### src/rtl/irq_pkg.sv
package irq_pkg;
  localparam logic [1:0] ADDR_STATUS = 2'd0;
  localparam logic [1:0] ADDR_ENABLE = 2'd1;
  localparam logic [1:0] ADDR_CFG    = 2'd2;
  localparam int CFG_W = 5;

  typedef struct packed {
    logic merge;
    logic act_high;
    logic edge_mode;
    logic pin_en;
    logic master;
  } cfg_t;
endpackage

### src/rtl/irq_regs.sv
module irq_regs
  import irq_pkg::*;
#(
  parameter int N_EVT = 8
) (
  input  logic             clk,
  input  logic             rst_n,
  input  logic [N_EVT-1:0] evt_i,
  input  logic             wr_en,
  input  logic [1:0]       addr,
  input  logic [N_EVT-1:0] wdata,
  output logic [N_EVT-1:0] rdata,
  output logic [N_EVT-1:0] status_o,
  output logic [N_EVT-1:0] enable_o,
  output cfg_t             cfg_o
);
  logic [N_EVT-1:0] status_q, status_d;
  logic [N_EVT-1:0] enable_q, enable_d;
  cfg_t             cfg_q, cfg_d;
  logic             wr_status, wr_enable, wr_cfg;

  assign wr_status = wr_en && (addr == ADDR_STATUS);
  assign wr_enable = wr_en && (addr == ADDR_ENABLE);
  assign wr_cfg    = wr_en && (addr == ADDR_CFG);

  always_comb begin
    // Events take priority over a same-cycle clearing write
    status_d = wr_status ? ((status_q & ~wdata) | evt_i) : (status_q | evt_i);
    enable_d = wr_enable ? wdata : enable_q;
    cfg_d    = wr_cfg ? cfg_t'(wdata[CFG_W-1:0]) : cfg_q;
  end

  always_ff @(posedge clk or negedge rst_n) begin
    if (!rst_n) begin
      status_q <= '0;
      enable_q <= '0;
      cfg_q    <= '0;
    end else begin
      status_q <= status_d;
      enable_q <= enable_d;
      cfg_q    <= cfg_d;
    end
  end

  always_comb begin
    unique case (addr)
      ADDR_STATUS: rdata = status_q;
      ADDR_ENABLE: rdata = enable_q;
      ADDR_CFG:    rdata = {{(N_EVT-CFG_W){1'b0}}, cfg_q};
      default:     rdata = '0;
    endcase
  end

  assign status_o = status_q;
  assign enable_o = enable_q;
  assign cfg_o    = cfg_q;
endmodule

### src/rtl/irq_pin_drv.sv
module irq_pin_drv #(
  parameter int PULSE_W = 4
) (
  input  logic clk,
  input  logic rst_n,
  input  logic req_i,
  input  logic pin_en_i,
  input  logic edge_i,
  input  logic act_high_i,
  output logic pin_o
);
  localparam int CW = $clog2(PULSE_W + 1);

  logic          req_q, req_d;
  logic          asrt_q, asrt_d;
  logic [CW-1:0] cnt_q, cnt_d;
  logic          rise;

  assign rise = req_i && !req_q;

  always_comb begin
    req_d  = req_i;
    cnt_d  = cnt_q;
    asrt_d = 1'b0;
    if (!pin_en_i || !edge_i) begin
      cnt_d = '0;
    end else if (rise) begin
      cnt_d = CW'(PULSE_W - 1);
    end else if (cnt_q != '0) begin
      cnt_d = cnt_q - 1'b1;
    end
    if (pin_en_i) begin
      asrt_d = edge_i ? (rise || (cnt_q != '0)) : req_i;
    end
  end

  always_ff @(posedge clk or negedge rst_n) begin
    if (!rst_n) begin
      req_q  <= 1'b0;
      cnt_q  <= '0;
      asrt_q <= 1'b0;
    end else begin
      req_q  <= req_d;
      cnt_q  <= cnt_d;
      asrt_q <= asrt_d;
    end
  end

  assign pin_o = act_high_i ? asrt_q : !asrt_q;
endmodule

### src/rtl/irq_combiner.sv
module irq_combiner
  import irq_pkg::*;
#(
  parameter int N_EVT   = 8,
  parameter int PULSE_W = 4
) (
  input  logic             clk,
  input  logic             rst_n,
  input  logic [N_EVT-1:0] evt_i,
  input  logic             sec_irq_i,
  input  logic             wr_en,
  input  logic [1:0]       addr,
  input  logic [N_EVT-1:0] wdata,
  output logic [N_EVT-1:0] rdata,
  output logic             irq_a_o,
  output logic             irq_b_o
);
  localparam int N_PINS = 2;

  logic [1:0]        rst_sync;
  logic              rst_sync_n;
  logic [N_EVT-1:0]  status_q, enable_q;
  cfg_t              cfg_q;
  logic              prim_req;
  logic [N_PINS-1:0] pin_req, pin_out;

  always_ff @(posedge clk or negedge rst_n) begin
    if (!rst_n) rst_sync <= '0;
    else        rst_sync <= {rst_sync[0], 1'b1};
  end
  assign rst_sync_n = rst_sync[1];

  irq_regs #(.N_EVT(N_EVT)) u_regs (
    .clk      (clk),
    .rst_n    (rst_sync_n),
    .evt_i    (evt_i),
    .wr_en    (wr_en),
    .addr     (addr),
    .wdata    (wdata),
    .rdata    (rdata),
    .status_o (status_q),
    .enable_o (enable_q),
    .cfg_o    (cfg_q)
  );

  assign prim_req   = cfg_q.master && (|(status_q & enable_q));
  assign pin_req[0] = prim_req || (cfg_q.merge && sec_irq_i);
  assign pin_req[1] = !cfg_q.merge && sec_irq_i;

  for (genvar g = 0; g < N_PINS; g++) begin : g_pin
    irq_pin_drv #(.PULSE_W(PULSE_W)) u_drv (
      .clk        (clk),
      .rst_n      (rst_sync_n),
      .req_i      (pin_req[g]),
      .pin_en_i   (cfg_q.pin_en),
      .edge_i     (cfg_q.edge_mode),
      .act_high_i (cfg_q.act_high),
      .pin_o      (pin_out[g])
    );
  end

  assign irq_a_o = pin_out[0];
  assign irq_b_o = pin_out[1];
endmodule

### config.mk
export PLATFORM = sky130hd
export DESIGN_NAME = irq_combiner
export DESIGN_NICKNAME = d
export VERILOG_FILES = /design/src/rtl/irq_pkg.sv /design/src/rtl/irq_regs.sv /design/src/rtl/irq_pin_drv.sv /design/src/rtl/irq_combiner.sv
export SDC_FILE = /design/constraint.sdc
export NUM_CORES = 1
export LEC_CHECK = 0
export BUFFER_PORTS_ARGS = -buffer_cell sky130_fd_sc_hd__buf_2
export CAP_MARGIN = 25
export CORE_AREA = 3 3 60 73
export DETAILED_ROUTE_END_ITERATION = 10
export DIE_AREA = 0 0 63 76
export GPL_TIMING_DRIVEN = 0
export MAX_ROUTING_LAYER = met4
export SYNTH_ARGS = -nofsm -noshare
export SYNTH_HDL_FRONTEND = slang
export SYNTH_SLANG_ARGS = --single-unit
### constraint.sdc
create_clock -name clk -period 1.8 [get_ports clk]
set_input_delay 0.18 -clock clk [delete_from_list [all_inputs] [get_ports clk]]
set_output_delay 0.18 -clock clk [all_outputs]
set_load 0.1 [all_outputs]
======== After elaboration in Yosys (flattened, before gate mapping) ========
Cells that the tools add are included.
cells by class
  reductions and logical operators ........ 25
  muxes and demuxes ....................... 14
  $add $sub $neg .......................... 2
  equality and inequality tests ........... 2
  bitwise logic cells ..................... 5
operators by type and width
  kind                   number
  $pmux W8 S3            1
  $mux W3                6
  $and A8 B8 Y8          2
  $or A8 B8 Y8           2
  $reduce_bool A3 Y1     4
  $logic_and A1 B1 Y1    8
  $mux W8                1
  $not A8 Y8             1
  $reduce_or A8 Y1       1
  $logic_not A1 Y1       7
  $mux W1                6
  $sub A3 B1 Y3 const B  2
  $logic_or A1 B1 Y1     4
  $eq A2 B1 Y1 const B   1
  $eq A2 B2 Y1 const B   1
  $logic_not A2 Y1       1
storage, ports and cells
  bits in registers ....................... 33
  input bits .............................. 22

======== Depth between registers and ports, before layout ========
  depth in word-level cells ............... 8
  mapped depth ............................ 6

======== Hierarchy ========
From an unflattened synthesis, not the netlist that was laid out.
second synthesis, totals
  cell total of the unflattened synthesis .. 138
  area, all modules ....................... 1627.8 um^2
by module, submodules not included
  module        cells an instance  instances  area an instance (um^2)  sequential area each (um^2)
  irq_regs      80                 1          1012.2                   525.5
  irq_pin_drv   24                 2          252.7                    125.1
  irq_combiner  10                 1          110.1                    50.0

======== Worst setup path before layout ========
Ideal clock, no wire load.
  kind .................................... flip-flop to output port
  start point ............................. register u_regs.cfg_o[2] (netlist name)
  end point ............................... output rdata[2]
  cell stages (with the launch flop) ...... 3
  required time ........................... 1.620 ns
  setup slack ............................. -1.042 ns
  arrival ................................. 2.662 ns
  cell sequence ........................... dfrtp_1 > mux2i_1 > o21ai_0
on the way
  longest elaborated chain between the ends .. 1
RTL lines
  what              line                source
  $pmux W8 S3       irq_regs.sv:46      unique case (addr)
  end: declaration  irq_combiner.sv:14  output logic [N_EVT-1:0] rdata,
Every way passes these cells.

======== Final worst setup path ========
  start point ............................. register u_regs.cfg_o[1] (netlist name)
  end point ............................... output rdata[1]
on the way
  longest elaborated chain between the ends .. 1
RTL lines
  what         line
  $pmux W8 S3  irq_regs.sv:46
Every way passes these cells.

==> flow_metrics.env <==
export IMPL_leakagePower_nw=0.893
export IMPL_fmax_mhz=587
export IMPL_setup_violations=0
export IMPL_power_density_mw_per_mm2=1220
export IMPL_num_antenna_cells=0
export IMPL_yosys_warnings=0
export IMPL_die_area_mm2=0.00479
export IMPL_netlist_area_mm2=0.00164
export IMPL_yosysSeqAreaShare=0.504
export IMPL_grt_start_max_net_pins=20
export IMPL_cp_top_family="flip-flops"
export IMPL_fin_crit_ns=1.70
export IMPL_synth_nets=169
export IMPL_portBuffers=31
export IMPL_synth_area_per_cell_um2=11.5
export IMPL_relSlewSlack=0.586
export IMPL_wire_per_inst_um=14.5
export IMPL_clkTransAtPathRegs_ns=0.07
export IMPL_arrival_ns=1.52
export IMPL_cts_tree="built"
export IMPL_worst_pin_slew_ns=0.621
export IMPL_grt_pass1_wl_mm=5.83
export IMPL_skew_ns=0.00693
export IMPL_ys_types=36
export IMPL_first_pass_iters=4
export IMPL_post_cts_setup_buffer_count=0
export IMPL_cts_resized=0
export IMPL_synthCells=143
export IMPL_slew_viol_final=0
export IMPL_grt_pass1_vias=1245
export IMPL_status="finished, final reports clean"
export IMPL_initialDrtViolationCount=33
export IMPL_finalWirelength_mm=3.42
export IMPL_antenna_found_initial=0
export IMPL_num_vias=1205
export IMPL_max_cap_violations=0
export IMPL_clock_sinks=33
export IMPL_cp_cell_sequence="mux2i_1 -> o21ai_2 -> buf_2"
export IMPL_cp_slowest_cell="dfrtp_1"
export IMPL_rows=24
export IMPL_gr_total_overflow=0
export IMPL_hold_class="primary input to flip-flop"
export IMPL_detail_route_antenna_nets=0
export IMPL_place_area_mm2=0.00191
export IMPL_die_h_um=76
export IMPL_htree_levels=2
export IMPL_ios=32
export IMPL_cts_root_buffer="clkbuf_8"
export IMPL_die_w_um=63
export IMPL_slowest_delay_ns=0.51
export IMPL_place_hpwl_mm=2.63
export IMPL_post_route_cell_area_mm2=0.00201
export IMPL_finalHoldViolCount=0
export IMPL_worstSetupPathType="flip-flop to output port"
export IMPL_start_kind="flip-flop"
export IMPL_ys_seq_elements=33
export IMPL_syn2layout_area_growth_pct=22.4
export IMPL_multi_input_area_um2=800
export IMPL_grt_use_total=0.162
export IMPL_vias_per_cell=5.13
export IMPL_cts_buffer_depth=2
export IMPL_drc_errors=0
export IMPL_nets=209
export IMPL_start_util=0.444
export IMPL_rsz0062_at_grt="no"
export IMPL_fillers=353
export IMPL_peakVddDrop_uv=631
export IMPL_drive_gt1_frac=0.284
export IMPL_cts_buffers_inserted=5
export IMPL_critPathMaxFanout=8
export IMPL_cp_end_kind="output port"
export IMPL_routabilityCongestion=0.769
export IMPL_coreArea_mm2=0.00369
export IMPL_clock_latency_ns=0.29
export IMPL_fin_tns_setup_ns=0
export IMPL_area_sequential_um2=826
export IMPL_post_route_period_util=0.946
export IMPL_required_ns=1.62
export IMPL_worstPathBufferInverterCount=1
## layout by cell type, fill, tap and decap left out, drive strengths merged, types with 2 or more instances in the layout
master / count
nor2: 5
a21oi: 5
nor2b: 6
nor3b: 2
mux2i: 8
buf: 34
xnor2: 2
mux2: 13
ha: 4
a21o: 8
clkbuf: 7
o21ai: 7
xor2: 2
nand2: 18
nand3b: 2
nand4: 2
a22oi: 4
inv: 7
dfrtp: 33
## Yosys cell counts (all sizes together)
cell type	count	share of area
a22oi	4	0.018
nand3b	2	0.017
and3b	1	0.0053
inv	7	0.016
mux2	13	0.089
o32ai	1	0.0053
a2111oi	1	0.017
a21o	8	0.037
conb	1	0.0023
nand4	2	0.0076
mux2i	8	0.049
o211ai	1	0.0046
ha	4	0.031
buf	2	0.0061
nand3	1	0.0031
nand2	18	0.047
xnor2	2	0.011
o21ai	7	0.021
o22a	1	0.0053
nor3b	2	0.016
and4	1	0.0053
o31a	1	0.0053
or3	1	0.0038
o21bai	1	0.0046
and2b	1	0.0046
nor2	5	0.011
nand2b	1	0.0038
dfrtp	33	0.50
nor2b	6	0.023
xor2	2	0.011
a21oi	5	0.015
## where the power goes
part / internal (mW) / total [mW] / switching [mW]
clock network: 0.303 / 0.563 / 0.260
registers: 0.860 / 0.969 / 0.109
logic: 0.303 / 0.917 / 0.614
## per-stage QoR
step                      worst slack [ns]  hold WS, ns   util  instances  power, mW
final                               0.0977       0.0672  0.543        235       2.45
after global routing               0.00969       0.0751  0.543        235       2.59
after CTS                            0.101       0.0661  0.543        235       2.47
after detailed placement             0.267      -0.0294  0.517        227       1.91
after global placement               0.314      -0.0347  0.509        226       1.87
after floorplan                     -0.369       -0.116      -        143       1.72
## cell families (layout without fill, tap and decap cells)
kind of cell,count (synthesis),in the layout,share of synthesized area
AND/OR/NAND/NOR,41,41,0.148
flip-flops,33,33,0.504
AO/OA/AOI/OAI,30,30,0.134
multiplexers,21,21,0.138
buffers and inverters,9,49,0.0221
adder cells (fa/ha/maj),4,4,0.0305
XOR/XNOR,4,4,0.0214
other,1,1,0.00229
## layer usage
metal / share of wire / global-route usage / vias up
met1: 0.40 / 0.170 / 590
li1: - / - / 585
met4: 0.023 / 0.0795 / 0
met3: 0.031 / 0.0310 / 9
met5: 0 / - / -
met2: 0.55 / 0.288 / 21
## cell type report
class | instances | share of cell area
timing repair buffer | 33 | 0.0961
multi-input combinational | 101 | 0.399
buffer | 2 | 0.00499
clock buffer | 7 | 0.0430
inverter | 7 | 0.0131
sequential | 33 | 0.412
tap | 52 | 0.0324
## what timing repair did
item | CTS | global route
endpoints found under the hold margin | 2 | 0
hold buffers | 1 | 0
endpoints found under the setup margin | 0 | 0
## registers in the layout, summed over array words and instances (netlist names)
register	cells
u_regs.cfg_o	5
rst_sync	2
u_regs.status_o	8
u_regs.enable_o	8
g_pin.u_drv.cnt_q	6
g_pin.u_drv.req_q	2
g_pin.u_drv.asrt_q	2
## path summary, 6_finish.rpt
check	start	endpoint	slack, ns	cells after the start
min in group asynchronous	rst_n	rst_sync[0]$_DFF_PN0_	0.23	2
worst max register to register	g_pin[0].u_drv.cnt_q[0]$_DFFE_PN0P_	g_pin[0].u_drv.cnt_q[2]$_DFFE_PN0P_	0.29	6
worst max-delay path	u_regs.cfg_o[1]$_DFFE_PN0P_	rdata[1]	0.1	3
worst min register to register	rst_sync[1]$_DFF_PN0_	g_pin[0].u_drv.cnt_q[2]$_DFFE_PN0P_	0.25	0
worst min-delay path	evt_i[4]	u_regs.status_o[4]$_DFF_PN0_	0.07	2
max in group asynchronous	rst_sync[1]$_DFF_PN0_	u_regs.status_o[7]$_DFF_PN0_	1.03	1
No activity file was read; power rests on OpenSTA's default activity.
